File: config.mk
export PLATFORM = sky130hd
export DESIGN_NAME = safety_status_monitor
export DESIGN_NICKNAME = d
export VERILOG_FILES = /design/src/rtl/ssm_pkg.sv /design/src/rtl/ssm_access_decode.sv /design/src/rtl/ssm_sticky_flag.sv /design/src/rtl/ssm_err_record.sv /design/src/rtl/safety_status_monitor.sv
export SDC_FILE = /design/constraint.sdc
export NUM_CORES = 1
export LEC_CHECK = 0
export BUFFER_PORTS_ARGS = -buffer_cell sky130_fd_sc_hd__buf_2
export CAP_MARGIN = 15
export CORE_AREA = 2 2 39 41
export CTS_BUF_LIST = sky130_fd_sc_hd__clkbuf_4
export CTS_CLUSTER_SIZE = 10
export DETAILED_ROUTE_END_ITERATION = 6
export DIE_AREA = 0 0 41 43
export MAX_ROUTING_LAYER = met4
export PLACE_DENSITY = 0.74
export SLEW_MARGIN = 0
export SYNTH_ARGS = -nofsm -noshare
export SYNTH_HDL_FRONTEND = slang
export SYNTH_SLANG_ARGS = --single-unit
File: constraint.sdc
create_clock -name clk -period 4.6 [get_ports clk]
set_input_delay 0.92 -clock clk [delete_from_list [all_inputs] [get_ports clk]]
set_output_delay 0.92 -clock clk [all_outputs]
set_load 0.1 [all_outputs]
File: src/rtl/ssm_pkg.sv
// Package: shared codes for the safety status monitor.
// Assumes a two-bit error type and a two-bit criticality class.
package ssm_pkg;

    typedef enum logic [1:0] {
        ERR_NONE     = 2'd0,
        ERR_RD_OFF   = 2'd1,
        ERR_RD_EMPTY = 2'd2,
        ERR_WR_PROT  = 2'd3
    } err_type_e;

    localparam int FLAG_GLITCH = 0;
    localparam int FLAG_SEQ    = 1;
    localparam int FLAG_SW     = 2;
    localparam int FLAG_WPV    = 3;
    localparam int NFLAG       = 4;

    // Map an error type to its criticality class
    function automatic logic [1:0] class_of(err_type_e t);
        case (t)
            ERR_RD_EMPTY: return 2'd1;
            ERR_RD_OFF:   return 2'd2;
            ERR_WR_PROT:  return 2'd3;
            default:      return 2'd0;
        endcase
    endfunction

endpackage

File: src/rtl/ssm_access_decode.sv
// Module: classifies one bus access as legal, a bad data read or a
// blocked protected write. Purely combinational.
// Assumes at most one access per cycle; if read and write coincide,
// the protected-write code is chosen.
module ssm_access_decode
    import ssm_pkg::*;
#(
    parameter int unsigned           ADDR_W  = 8,
    parameter logic [ADDR_W-1:0]     A_ODATA = 8'h50,
    parameter logic [ADDR_W-1:0]     PROT_LO = 8'h04,
    parameter logic [ADDR_W-1:0]     PROT_HI = 8'h0F
) (
    input  logic              bus_rd,
    input  logic              bus_wr,
    input  logic [ADDR_W-1:0] bus_addr,
    input  logic              gen_enable,
    input  logic              data_ready,
    input  logic              wp_enable,
    output logic              sw_err,
    output logic              wpv_err,
    output logic              err_valid,
    output err_type_e         err_code,
    output logic              wr_allow
);

    logic in_prot;
    logic od_rd;
    logic rd_off;
    logic rd_empty;

    // Address window and access classification
    always_comb begin
        in_prot  = (bus_addr >= PROT_LO) && (bus_addr <= PROT_HI);
        od_rd    = bus_rd && (bus_addr == A_ODATA);
        rd_off   = od_rd && !gen_enable;
        rd_empty = od_rd && gen_enable && !data_ready;
        wpv_err  = bus_wr && wp_enable && in_prot;
        sw_err   = rd_off || rd_empty;
        wr_allow = bus_wr && !wpv_err;
    end

    // Priority encode the error type of this cycle
    always_comb begin
        err_valid = wpv_err || sw_err;
        if (wpv_err)
            err_code = ERR_WR_PROT;
        else if (rd_off)
            err_code = ERR_RD_OFF;
        else if (rd_empty)
            err_code = ERR_RD_EMPTY;
        else
            err_code = ERR_NONE;
    end

endmodule

File: src/rtl/ssm_sticky_flag.sv
// Module: one sticky status bit with set-over-clear priority.
// Assumes synchronous active-low reset.
module ssm_sticky_flag (
    input  logic clk,
    input  logic rst_n,
    input  logic set_i,
    input  logic clr_i,
    output logic flag_o
);

    // Hold, set or clear the flag; set wins over clear
    always_ff @(posedge clk) begin
        if (!rst_n)
            flag_o <= 1'b0;
        else if (set_i)
            flag_o <= 1'b1;
        else if (clr_i)
            flag_o <= 1'b0;
    end

endmodule

File: src/rtl/ssm_err_record.sv
// Module: remembers the type and class of the most recent access error.
// Assumes err_code is valid whenever err_valid is high.
module ssm_err_record
    import ssm_pkg::*;
(
    input  logic       clk,
    input  logic       rst_n,
    input  logic       err_valid,
    input  err_type_e  err_code,
    output logic [1:0] err_type,
    output logic [1:0] err_class
);

    // Capture the newest error; otherwise hold
    always_ff @(posedge clk) begin
        if (!rst_n) begin
            err_type  <= 2'd0;
            err_class <= 2'd0;
        end else if (err_valid) begin
            err_type  <= err_code;
            err_class <= class_of(err_code);
        end
    end

endmodule

File: src/rtl/safety_status_monitor.sv
// Module: top of the safety status monitor. Collects hardware safety
// events and illegal accesses into sticky flags, keeps the last error
// record, and forms the combined safety-error flag and interrupt.
// Assumes event inputs are synchronous single-cycle pulses, except
// evt_fault_injected, which is a level.
module safety_status_monitor
    import ssm_pkg::*;
#(
    parameter int unsigned           ADDR_W  = 8,
    parameter logic [ADDR_W-1:0]     A_ODATA = 8'h50,
    parameter logic [ADDR_W-1:0]     A_ISR   = 8'h1C,
    parameter logic [ADDR_W-1:0]     A_WPSR  = 8'hE8,
    parameter logic [ADDR_W-1:0]     PROT_LO = 8'h04,
    parameter logic [ADDR_W-1:0]     PROT_HI = 8'h0F
) (
    input  logic              clk,
    input  logic              rst_n,
    input  logic              evt_clk_glitch,
    input  logic              evt_seq_fault,
    input  logic              evt_redund_err,
    input  logic              evt_fault_injected,
    input  logic              gen_enable,
    input  logic              data_ready,
    input  logic              wp_enable,
    input  logic              sece_mask,
    input  logic              bus_rd,
    input  logic              bus_wr,
    input  logic [ADDR_W-1:0] bus_addr,
    output logic              wr_allow,
    output logic              stat_glitch,
    output logic              stat_seq,
    output logic              stat_sw,
    output logic              stat_wpv,
    output logic              stat_inj,
    output logic [1:0]        err_type,
    output logic [1:0]        err_class,
    output logic              sece_flag,
    output logic              irq
);

    logic             sw_err;
    logic             wpv_err;
    logic             err_valid;
    err_type_e        err_code;
    logic             wpsr_rd;
    logic             isr_rd;
    logic [NFLAG-1:0] flag_set;
    logic [NFLAG-1:0] flag_q;
    logic             sece_set;

    ssm_access_decode #(
        .ADDR_W  (ADDR_W),
        .A_ODATA (A_ODATA),
        .PROT_LO (PROT_LO),
        .PROT_HI (PROT_HI)
    ) u_dec (
        .bus_rd     (bus_rd),
        .bus_wr     (bus_wr),
        .bus_addr   (bus_addr),
        .gen_enable (gen_enable),
        .data_ready (data_ready),
        .wp_enable  (wp_enable),
        .sw_err     (sw_err),
        .wpv_err    (wpv_err),
        .err_valid  (err_valid),
        .err_code   (err_code),
        .wr_allow   (wr_allow)
    );

    // Status-register read strobes and per-flag set sources
    always_comb begin
        wpsr_rd               = bus_rd && (bus_addr == A_WPSR);
        isr_rd                = bus_rd && (bus_addr == A_ISR);
        flag_set[FLAG_GLITCH] = evt_clk_glitch;
        flag_set[FLAG_SEQ]    = evt_seq_fault || evt_redund_err;
        flag_set[FLAG_SW]     = sw_err;
        flag_set[FLAG_WPV]    = wpv_err;
        sece_set              = (|flag_set) || evt_fault_injected;
    end

    genvar gi;
    generate
        for (gi = 0; gi < NFLAG; gi++) begin : g_flag
            ssm_sticky_flag u_flag (
                .clk    (clk),
                .rst_n  (rst_n),
                .set_i  (flag_set[gi]),
                .clr_i  (wpsr_rd),
                .flag_o (flag_q[gi])
            );
        end
    endgenerate

    ssm_sticky_flag u_sece (
        .clk    (clk),
        .rst_n  (rst_n),
        .set_i  (sece_set),
        .clr_i  (isr_rd),
        .flag_o (sece_flag)
    );

    ssm_err_record u_rec (
        .clk       (clk),
        .rst_n     (rst_n),
        .err_valid (err_valid),
        .err_code  (err_code),
        .err_type  (err_type),
        .err_class (err_class)
    );

    // Register the injected-fault level for the status view
    always_ff @(posedge clk) begin
        if (!rst_n)
            stat_inj <= 1'b0;
        else
            stat_inj <= evt_fault_injected;
    end

    // Drive the status outputs and the masked interrupt
    always_comb begin
        stat_glitch = flag_q[FLAG_GLITCH];
        stat_seq    = flag_q[FLAG_SEQ];
        stat_sw     = flag_q[FLAG_SW];
        stat_wpv    = flag_q[FLAG_WPV];
        irq         = sece_flag && sece_mask;
    end

endmodule

==> impl_summary.txt, run 1 <==
----------------------------------------------------
[Global routing]
  Largest net degree at the start of global routing ... 8
  Number of antenna violations at the first check in global routing ... 0
  Via count of the first global-routing pass ... 470
  Global routing usage summed across all routing layers ... 0.154
  Global-route wire length before repair ... 1.84 mm
  Gr ovfl total ... 0

[Synthesis]
  Mapped Nets ... 67
  Number of flip-flops and latches in the synthesized netlist ... 8
  Number of distinct standard cells referenced by the synthesized netlist ... 26
  Leading post-synthesis cells by cell area ... sky130_fd_sc_hd__dfxtp_1 38%, sky130_fd_sc_hd__nand4bb_1 5.3%, sky130_fd_sc_hd__or3_4 5.3%
  Post-synthesis sequential area ratio ... 0.379
  Post-synthesis cell area ... 423 um2
  Synthesized netlist cell count ... 47
  Synth warn ... 0
  Syn avg cell area ... 9.00 um2
  Cell taking the most area after synthesis ... sky130_fd_sc_hd__dfxtp_1
  Share of the synthesized area in the top cell type ... 0.379

[CTS]
  Clock-pin slew of the registers on the worst-case setup and hold paths ... 0.05 ns
  Insertion delay of the later-clocked pin in the worst-skew pair ... 0.25 ns
  Clock tree from TritonCTS ... done
  Number of H-tree branching levels ... 1
  CTS Buf Count ... 3
  Hold bufs inserted after CTS ... 0
  Postcts setup bufs ... 0
  Longest Clk Path Bufs ... 2
  Total of cells resized after clock tree synthesis ... 0
  Num Clock Sinks ... 8
  Library cell used as clock root buffer ... sky130_fd_sc_hd__clkbuf_4

[Worst setup path]
  Buffers plus inverters on the worst setup path ... 2
  Cell with the largest stage delay on the worst path ... sky130_fd_sc_hd__or4_4
  Most frequent cell on the critical path ... sky130_fd_sc_hd__buf_2
  CP delay by family, top ... simple AND/OR/NAND/NOR gates
  Type of the setup path with the least slack ... primary input to primary output
  Category of the worst setup path capture point ... primary output
  Critical Path AT ... 2.44 ns
  Required time of the critical path ... 3.68 ns
  Kind of launch point of the worst setup path ... primary input
  Maximum fanout along the worst path ... 3
  Max stage delay on crit path ... 0.53 ns
  Worst-path cell chain ... buf_2 > or3_4 > or4_4 > and2_2 > buf_2

[Routing]
  Number of iterations in the first detailed-routing pass ... 4
  Avg WL per Cell ... 11.2 um
  Drt drc ... 0
  Final wirelength ... 1.07 mm
  Remaining antenna violation count after routing ... 0
  Via/cell ratio ... 4.97
  DR iter-0 viols ... 6
  Total number of vias ... 472

[Outcome]
  Run status ... completed

[Power and ir drop]
  Worst supply voltage drop on vdd ... 0.000130 V
  Net switching fraction of the power ... 0.349
  Power per unit of standard cell area ... 292 mW/mm2
  Combinational power share ... 0.286
  Share of power burned in registers ... 0.414
  Part of the total power dissipated in the clock network ... 0.301
  Cell leakage power ... 0.285 nW
  Total power of the final layout ... 177 uW
  Cell internal power dissipation ... 115 uW
  Switching Power ... 61.7 uW

[Floorplanning]
  Horizontal die dimension ... 41 um
  Starting density of the core ... 0.306
  Number of top-level design ports ... 32
  Placeable core region ... 0.00138 mm2
  Height of the chip ... 43 um
  Die Outline Area ... 0.00176 mm2
  # rows ... 14

[Timing]
  FMAX ... 298 MHz
  Least-Margin Pin Slew ... 0.487 ns
  RSZ-0062 raised after global routing ... no
  Setup ws final ... 1.24 ns
  Part of the cycle the worst path needs ... 0.730
  Final hold violations ... 0
  Final total negative setup slack ... 0 ns
  Setup violations, final ... 0
  Final slew viol count ... 0
  Max transition margin ... 0.678
  Final Skew ... 0 ns
  Final worst path period need ... 3.36 ns

[Placement]
  Number of port buffers ... 31
  Pre-CTS worst setup slack ... 1.24 ns
  Placer Congestion ... 0.776

[Min path]
  Class of the most critical hold timing path ... flip-flop to flip-flop

[Final layout]
  Final Net Count ... 101
  Fraction of final layout cells sized beyond drive strength 1 ... 0.494
  FF+latch area ... 160 um2
  FILL cells ... 146
  Utilization of the core after routing ... 0.438
  Syn-to-layout area delta ... 43.2%
  Total area of multi-input combinational cells ... 244 um2
  Antenna fix cells ... 0

[Flow run]
  Max-cap violations ... 0

----------------------------------------------------
## synthesized netlist by cell type
cell,instances
sky130_fd_sc_hd__o31ai_1,1
sky130_fd_sc_hd__nand2_1,4
sky130_fd_sc_hd__or4_4,1
sky130_fd_sc_hd__or3b_1,1
sky130_fd_sc_hd__o21a_1,1
sky130_fd_sc_hd__a31oi_1,1
sky130_fd_sc_hd__nand4bb_1,2
sky130_fd_sc_hd__or4_1,2
sky130_fd_sc_hd__a211oi_1,1
sky130_fd_sc_hd__nand2b_1,1
sky130_fd_sc_hd__inv_1,1
sky130_fd_sc_hd__nor4_1,2
sky130_fd_sc_hd__buf_4,2
sky130_fd_sc_hd__o21ai_0,1
sky130_fd_sc_hd__nor2_1,3
sky130_fd_sc_hd__o22ai_1,1
sky130_fd_sc_hd__a21o_1,1
sky130_fd_sc_hd__dfxtp_1,8
sky130_fd_sc_hd__and2_1,2
sky130_fd_sc_hd__a21boi_1,2
sky130_fd_sc_hd__a21oi_1,2
sky130_fd_sc_hd__a21boi_0,1
sky130_fd_sc_hd__or3_4,2
sky130_fd_sc_hd__or2_2,1
sky130_fd_sc_hd__nor2b_1,2
sky130_fd_sc_hd__and2_2,1
## layout by cell type, fill, tap and decap left out
cell type                   count
sky130_fd_sc_hd__clkbuf_4       3
sky130_fd_sc_hd__a21boi_1       2
sky130_fd_sc_hd__or4_1          2
sky130_fd_sc_hd__and2_2         1
sky130_fd_sc_hd__dfxtp_1        8
sky130_fd_sc_hd__or3_4          2
sky130_fd_sc_hd__a211oi_1       1
sky130_fd_sc_hd__or2_2          1
sky130_fd_sc_hd__nor2_1         3
sky130_fd_sc_hd__a21oi_1        2
sky130_fd_sc_hd__nor2b_1        2
sky130_fd_sc_hd__o31ai_1        1
sky130_fd_sc_hd__a21o_1         1
sky130_fd_sc_hd__o22ai_1        1
sky130_fd_sc_hd__nand4bb_1      2
sky130_fd_sc_hd__or3b_1         1
sky130_fd_sc_hd__nand2_1        4
sky130_fd_sc_hd__or4_4          1
sky130_fd_sc_hd__nor4_1         2
sky130_fd_sc_hd__buf_2         31
sky130_fd_sc_hd__a31oi_1        1
sky130_fd_sc_hd__o21a_1         1
sky130_fd_sc_hd__o21ai_0        1
sky130_fd_sc_hd__and2_1         2
sky130_fd_sc_hd__inv_1          1
sky130_fd_sc_hd__nand2b_1       1
sky130_fd_sc_hd__a21boi_0       1
## metrics by stage
stage,area (um2),hold WS [ns],std cells
2_1_floorplan,423,0.886,47
3_3_place_gp,583,0.442,92
3_5_place_dp,583,0.472,92
4_1_cts,606,0.479,95
5_1_grt,606,0.489,95
6_report,606,0.472,95
## tightest hold or removal path: stages (launching register included)
cell                       delay (ns)
sky130_fd_sc_hd__dfxtp_1         0.31
sky130_fd_sc_hd__nand2_1         0.05
sky130_fd_sc_hd__a21boi_1        0.06
## sequential cells by signal, indices dropped and copies added (netlist names)
name                  flops
stat_inj                  1
u_rec.err_class           1
u_sece.flag_o             1
g_flag.u_flag.flag_o      4
u_rec.err_type            1
## worst paths after layout
check / startpoint / endpoint / slack [ns] / depth (start not counted)
worst max-delay path: bus_addr[7] / wr_allow / 1.24 / 5
worst min-delay path: g_flag[2].u_flag.flag_o$_SDFFE_PN0P_ / g_flag[2].u_flag.flag_o$_SDFFE_PN0P_ / 0.47 / 2
worst max register to register: g_flag[1].u_flag.flag_o$_SDFFE_PN0P_ / g_flag[1].u_flag.flag_o$_SDFFE_PN0P_ / 3.91 / 2
worst min register to register: g_flag[2].u_flag.flag_o$_SDFFE_PN0P_ / g_flag[2].u_flag.flag_o$_SDFFE_PN0P_ / 0.47 / 2
## layout make-up
class | count | share of cell area
flip-flops and latches | 8 | 0.264
inverters | 1 | 0.00620
clock buffers | 3 | 0.0372
repair buffers | 31 | 0.256
multi-input cells | 36 | 0.403
well taps | 16 | 0.0331
## layer usage
| metal | global-route usage | routed length [um] |
|---|---|---|
| met5 | - | 0 |
| met4 | 0.0600 | 0 |
| met3 | 0.0471 | 64 |
| met2 | 0.234 | 573 |
| met1 | 0.183 | 428 |
## power groups by stage
| stage | Sequential (mW) | Clock, mW | Combinational [mW] |
|---|---|---|---|
| CTS | 0.0731 | 0.0546 | 0.0508 |
| detailed placement | 0.0746 | 0 | 0.0507 |
| global route | 0.0734 | 0.0568 | 0.0538 |
| floorplan | 0.0930 | 0 | 0.0170 |
| global placement | 0.0746 | 0 | 0.0498 |
| finish | 0.0731 | 0.0532 | 0.0505 |
## cell families after synthesis
family,count (synthesis),synth area share
flops,8,0.379
simple gates,24,0.388
buf+inv,3,0.0444
compound gates,12,0.189
Note: power is estimated with default switching activity, not from simulation.
==> inputs of run 2 (changes only) <==
--- a/config.mk
+++ b/config.mk
@@ -13,7 +13,7 @@
 export DETAILED_ROUTE_END_ITERATION = 6
 export DIE_AREA = 0 0 41 43
 export MAX_ROUTING_LAYER = met4
-export PLACE_DENSITY = 0.74
+export PLACE_DENSITY = 0.77
 export SLEW_MARGIN = 0
 export SYNTH_ARGS = -nofsm -noshare
 export SYNTH_HDL_FRONTEND = slang
==> constraint.sdc (replaced) <==
create_clock -name clk -period 2.9 [get_ports clk]
set_input_delay 0.58 -clock clk [delete_from_list [all_inputs] [get_ports clk]]
set_output_delay 0.58 -clock clk [all_outputs]
set_load 0.1 [all_outputs]
==> impl_summary.txt, run 2 (synthesis gave the netlist of run 1 again) <==
----------------------------------------------------
[Worst setup path]
  Maximum fanout along the worst path ... 3 (unchanged)
  Kind of launch point of the worst setup path ... primary input
  Required time of the critical path ... 2.32 ns (-1.36 ns)
  Category of the worst setup path capture point ... primary output
  Type of the setup path with the least slack ... primary input to primary output
  Cell depth of the worst flop-to-flop path ... 2 (unchanged)
  Critical Path AT ... 2.10 ns (-0.34 ns)

[Global routing]
  Global routing usage summed across all routing layers ... 0.151 (-0.00310)
  Gr ovfl total ... 0 (unchanged)
  Number of antenna violations at the first check in global routing ... 0 (unchanged)
  Via count of the first global-routing pass ... 434 (-7.7%)
  Global-route wire length before repair ... 1.71 mm (-7.1%)
  Largest net degree at the start of global routing ... 8 (unchanged)

[Timing]
  Final total negative setup slack ... 0 ns (unchanged)
  Final slew viol count ... 0 (unchanged)
  Final worst path period need ... 2.68 ns
  Least-Margin Pin Slew ... 0.487 ns (+0.000531 ns)
  Max transition margin ... 0.677 (about the same)
  Setup violations, final ... 0 (unchanged)
  FMAX ... 373 MHz
  Setup ws final ... 0.220 ns (-1.02 ns)
  Final Skew ... 0 ns (unchanged)
  Final hold violations ... 0 (unchanged)
  Part of the cycle the worst path needs ... 0.924
  RSZ-0062 raised after global routing ... no

[Floorplanning]
  Placeable core region ... 0.00138 mm2 (unchanged)
  # rows ... 14 (unchanged)
  Starting density of the core ... 0.306 (unchanged)
  Horizontal die dimension ... 41 um (unchanged)
  Height of the chip ... 43 um (unchanged)
  Die Outline Area ... 0.00176 mm2 (unchanged)
  Number of top-level design ports ... 32 (unchanged)

[Final layout]
  Largest reg by FF count ... g_flag.u_flag.flag_o
  Utilization of the core after routing ... 0.438 (unchanged)
  Most used cells in the layout excluding fill and tap cells ... 31 x sky130_fd_sc_hd__buf_2, 8 x sky130_fd_sc_hd__dfxtp_1, 4 x sky130_fd_sc_hd__nand2_1, 3 x sky130_fd_sc_hd__nor2_1, 3 x sky130_fd_sc_hd__clkbuf_4
  Most frequent standard cell in the layout excluding fill and tap cells ... sky130_fd_sc_hd__buf_2
  Fraction of final layout cells sized beyond drive strength 1 ... 0.494 (unchanged)
  Final Net Count ... 101 (unchanged)
  Antenna fix cells ... 0 (unchanged)
  Number of flip-flops under the largest register name ... 4 (unchanged)
  Syn-to-layout area delta ... 43.2% (unchanged)

[CTS]
  Number of H-tree branching levels ... 1 (unchanged)
  Clock-pin slew of the registers on the worst-case setup and hold paths ... 0.05 ns (about the same)
  Num Clock Sinks ... 8 (unchanged)
  Clock tree from TritonCTS ... done
  Hold bufs inserted after CTS ... 0 (unchanged)
  Insertion delay of the later-clocked pin in the worst-skew pair ... 0.26 ns (about the same)
  Longest Clk Path Bufs ... 2 (unchanged)
  Library cell used as clock root buffer ... sky130_fd_sc_hd__clkbuf_4
  Postcts setup bufs ... 0 (unchanged)
  CTS Buf Count ... 3 (unchanged)
  Total of cells resized after clock tree synthesis ... 0 (unchanged)

[Placement]
  Placer Congestion ... 0.778 (+0.19%)
  Pre-CTS worst setup slack ... 0.220 ns (-1.02 ns)
  Number of port buffers ... 31 (unchanged)

[Power and ir drop]
  Power per unit of standard cell area ... 468 mW/mm2 (+60%)
  Total power of the final layout ... 284 uW (+60%)
  Worst supply voltage drop on vdd ... 0.000219 V (+69%)
  Cell leakage power ... 0.285 nW (unchanged)

[Routing]
  Via/cell ratio ... 5.14 (+3.4%)
  Remaining antenna violation count after routing ... 0 (unchanged)
  Avg WL per Cell ... 11.7 um (+4.4%)
  DR iter-0 viols ... 7 (+1)
  Drt drc ... 0 (unchanged)
  Final wirelength ... 1.11 mm (+4.4%)
  Total number of vias ... 488 (+3.4%)
  Number of iterations in the first detailed-routing pass ... 4 (unchanged)

[Min path]
  Min-Delay Path Depth ... 2 (unchanged)
  Class of the most critical hold timing path ... flip-flop to flip-flop

[Outcome]
  Run status ... completed

[Flow run]
  Max-cap violations ... 0 (unchanged)

----------------------------------------------------
## run 2: stage by stage
step	hold slack (ns)	std cells	cell area [um2]
after floorplan	0.697	47	423
after detailed placement	0.457	92	583
final	0.463	95	606
after global routing	0.488	95	606
after global placement	0.442	92	583
after CTS	0.468	95	606
## run 2: worst max-delay path, stage by stage
cell	delay (ns)
sky130_fd_sc_hd__buf_2	0.11
sky130_fd_sc_hd__or3_4	0.39
sky130_fd_sc_hd__or4_4	0.53
sky130_fd_sc_hd__and2_2	0.20
sky130_fd_sc_hd__buf_2	0.28
## run 2: layer usage
metal	vias up	global-route usage	wire length (um)
met5	-	-	0
met4	0	0.100	35
met3	4	0.0471	80
met2	17	0.241	583
met1	229	0.147	415
li1	238	-	-
## run 2: path summary, 6_finish.rpt
check,start,end,slack (ns)
max,bus_addr[7],wr_allow,0.22
min,g_flag[2].u_flag.flag_o$_SDFFE_PN0P_,g_flag[2].u_flag.flag_o$_SDFFE_PN0P_,0.46
max reg2reg,g_flag[1].u_flag.flag_o$_SDFFE_PN0P_,g_flag[1].u_flag.flag_o$_SDFFE_PN0P_,2.11
min reg2reg,g_flag[2].u_flag.flag_o$_SDFFE_PN0P_,g_flag[2].u_flag.flag_o$_SDFFE_PN0P_,0.46
## run 2: area by class of cell
class	count	area, um2
clock buffer	3	22.5
sequential	8	160
timing repair buffer	31	155
fill	148	778
tap	16	20.0
inverter	1	3.75
multi-input combinational	36	244
## run 2: where the power goes
| group | total (mW) | internal, mW | leakage, nW | switching [mW] |
|---|---|---|---|---|
| clock network | 0.0871 | 0.0475 | 0.0138 | 0.0396 |
| logic | 0.0804 | 0.0211 | 0.205 | 0.0592 |
| registers | 0.116 | 0.114 | 0.0658 | 0.00209 |
==> inputs of run 3 (changes only) <==
--- a/config.mk
+++ b/config.mk
@@ -5,15 +5,15 @@
 export SDC_FILE = /design/constraint.sdc
 export NUM_CORES = 1
 export LEC_CHECK = 0
-export BUFFER_PORTS_ARGS = -buffer_cell sky130_fd_sc_hd__buf_2
 export CAP_MARGIN = 15
 export CORE_AREA = 2 2 39 41
 export CTS_BUF_LIST = sky130_fd_sc_hd__clkbuf_4
 export CTS_CLUSTER_SIZE = 10
 export DETAILED_ROUTE_END_ITERATION = 6
 export DIE_AREA = 0 0 41 43
+export DONT_BUFFER_PORTS = 1
 export MAX_ROUTING_LAYER = met4
-export PLACE_DENSITY = 0.77
+export PLACE_DENSITY = 0.52
 export SLEW_MARGIN = 0
 export SYNTH_ARGS = -nofsm -noshare
 export SYNTH_HDL_FRONTEND = slang
==> constraint.sdc (replaced) <==
create_clock -name clk -period 2.4 [get_ports clk]
set_input_delay 0.48 -clock clk [delete_from_list [all_inputs] [get_ports clk]]
set_output_delay 0.48 -clock clk [all_outputs]
set_load 0.1 [all_outputs]
==> impl_summary.txt, run 3 (synthesis gave the netlist of run 1 again) <==
----------------------------------------------------
[Worst setup path]
  Category of the worst setup path capture point ... primary output
  Worst-path cell chain ... or3_4 > or4_4 > and2_2
  Max stage delay on crit path ... 0.53 ns (about the same)
  Maximum fanout along the worst path ... 3 (unchanged)
  Cell with the largest stage delay on the worst path ... sky130_fd_sc_hd__or4_4
  Stages on the worst setup path ... 3 (-2)
  Required time of the critical path ... 1.92 ns (-0.40 ns)
  Critical Path AT ... 1.79 ns (-0.31 ns)
  Cell depth of the worst flop-to-flop path ... 3 (+1)
  Type of the setup path with the least slack ... primary input to primary output
  CP delay by family, top ... simple AND/OR/NAND/NOR gates
  Buffers plus inverters on the worst setup path ... 0 (-2)
  Kind of launch point of the worst setup path ... primary input

[Timing]
  Final hold slack ... 0.347 ns (-0.116 ns)
  RSZ-0062 raised after global routing ... no
  Least-Margin Pin Slew ... 0.556 ns (+0.0686 ns)
  Part of the cycle the worst path needs ... 0.945
  Setup violations, final ... 0 (unchanged)
  Final worst path period need ... 2.27 ns
  Final Skew ... 0 ns (unchanged)
  Final hold violations ... 0 (unchanged)
  FMAX ... 441 MHz
  Max transition margin ... 0.629 (-0.0480)
  Final slew viol count ... 0 (unchanged)
  Final total negative setup slack ... 0 ns (unchanged)

[Placement]
  Cell area after placement ... 498 um2 (-15%)
  Final HPWL from detailed placement ... 790 um
  Placer Congestion ... 0.698 (-10%)
  Number of port buffers ... 0 (-100%)

[Global routing]
  Number of antenna violations at the first check in global routing ... 0 (unchanged)
  Global-route wire length before repair ... 1.50 mm (-12%)
  Via count of the first global-routing pass ... 363 (-16%)
  Largest net degree at the start of global routing ... 8 (unchanged)
  Global routing usage summed across all routing layers ... 0.134 (-0.0167)
  Gr ovfl total ... 0 (unchanged)

[Final layout]
  Fraction of final layout cells sized beyond drive strength 1 ... 0.333 (-0.160)
  Antenna fix cells ... 0 (unchanged)
  Largest reg by FF count ... g_flag.u_flag.flag_o
  Most used cells in the layout excluding fill and tap cells ... 9 x sky130_fd_sc_hd__buf_4, 6 x sky130_fd_sc_hd__dfxtp_1, 4 x sky130_fd_sc_hd__nand2_1, 3 x sky130_fd_sc_hd__nor2_1, 3 x sky130_fd_sc_hd__clkbuf_4
  Most frequent standard cell in the layout excluding fill and tap cells ... sky130_fd_sc_hd__buf_4
  Final Net Count ... 79 (-22%)
  Number of flip-flops under the largest register name ... 4 (unchanged)
  Syn-to-layout area delta ... 23.1%
  Utilization of the core after routing ... 0.376 (-0.0615)
  Finished layout cell area ... 520 um2 (-14%)

[CTS]
  Total of cells resized after clock tree synthesis ... 0 (unchanged)
  Clock-pin slew of the registers on the worst-case setup and hold paths ... 0.05 ns (about the same)
  CTS Buf Count ... 3 (unchanged)
  Library cell used as clock root buffer ... sky130_fd_sc_hd__clkbuf_4
  Hold bufs inserted after CTS ... 0 (unchanged)
  Insertion delay of the later-clocked pin in the worst-skew pair ... 0.25 ns (about the same)
  Postcts setup bufs ... 0 (unchanged)
  Longest Clk Path Bufs ... 2 (unchanged)
  Number of H-tree branching levels ... 1 (unchanged)
  Clock tree from TritonCTS ... done
  Num Clock Sinks ... 8 (unchanged)

[Floorplanning]
  Horizontal die dimension ... 41 um (unchanged)
  Die Outline Area ... 0.00176 mm2 (unchanged)
  # rows ... 14 (unchanged)
  Height of the chip ... 43 um (unchanged)
  Starting density of the core ... 0.306 (unchanged)
  Number of top-level design ports ... 32 (unchanged)
  Placeable core region ... 0.00138 mm2 (unchanged)

[Routing]
  Remaining antenna violation count after routing ... 0 (unchanged)
  Avg WL per Cell ... 13.3 um (+13%)
  Via/cell ratio ... 5.38 (+4.8%)
  Drt drc ... 0 (unchanged)
  Final wirelength ... 968 um (-13%)
  Number of iterations in the first detailed-routing pass ... 2 (-2)
  DR iter-0 viols ... 2 (-5)
  Total number of vias ... 393 (-19%)

[Power and ir drop]
  Power per unit of standard cell area ... 615 mW/mm2 (+31%)
  Worst supply voltage drop on vdd ... 0.000293 V (+34%)
  Cell leakage power ... 0.199 nW (-30%)
  Total power of the final layout ... 320 uW (+13%)

[Min path]
  Min-Delay Path Depth ... 1 (-1)
  Class of the most critical hold timing path ... primary input to flip-flop

[Outcome]
  Run status ... completed

[Flow run]
  Max-cap violations ... 0 (unchanged)

----------------------------------------------------
-- run 3: routing by layer --
| layer | global-route usage | wire (um) | vias up |
|---|---|---|---|
| li1 | - | - | 192 |
| met1 | 0.147 | 358 | 183 |
| met2 | 0.194 | 495 | 18 |
| met3 | 0.105 | 115 | 0 |
| met4 | 0.0200 | 0 | 0 |
| met5 | - | 0 | - |
-- run 3: final timing paths --
kind / from / to / slack [ns]
setup / recovery: bus_addr[7] / wr_allow / 0.13
hold reg to reg: g_flag[2].u_flag.flag_o$_SDFFE_PN0P_ / g_flag[2].u_flag.flag_o$_SDFFE_PN0P_ / 0.45
setup reg to reg: u_rec.err_type[1]$_SDFFE_PN0P_ / u_rec.err_type[1]$_SDFFE_PN0P_ / 1.26
hold / removal: evt_fault_injected / stat_inj$_SDFF_PN0_ / 0.35
-- run 3: through the flow --
step	cells	setup WS, ns
floorplan	47	0.107
global placement	70	0.140
detailed placement	70	0.132
CTS	73	0.134
global route	73	0.120
finish	73	0.133
-- run 3: cell type report --
cell class	count	area (um2)
repair buffers	9	67.6
fillers	141	863
flip-flops and latches	8	163
clock buffers	3	22.5
well taps	16	20.0
multi-input cells	36	244
inverters	1	3.75
-- run 3: worst reg2reg max path: cells and delay by family, from the launching register on --
family,cells,cell delay (ns)
AOI/OAI and AO/OA,2,0.29
DFF,1,0.31
buffers and inverters,1,0.47
-- run 3: where the power goes --
| part | internal [mW] | switching, mW | total [mW] |
|---|---|---|---|
| registers | 0.138 | 0.00138 | 0.139 |
| clock network | 0.0571 | 0.0440 | 0.101 |
| logic | 0.0175 | 0.0620 | 0.0796 |
| total | 0.213 | 0.107 | 0.320 |
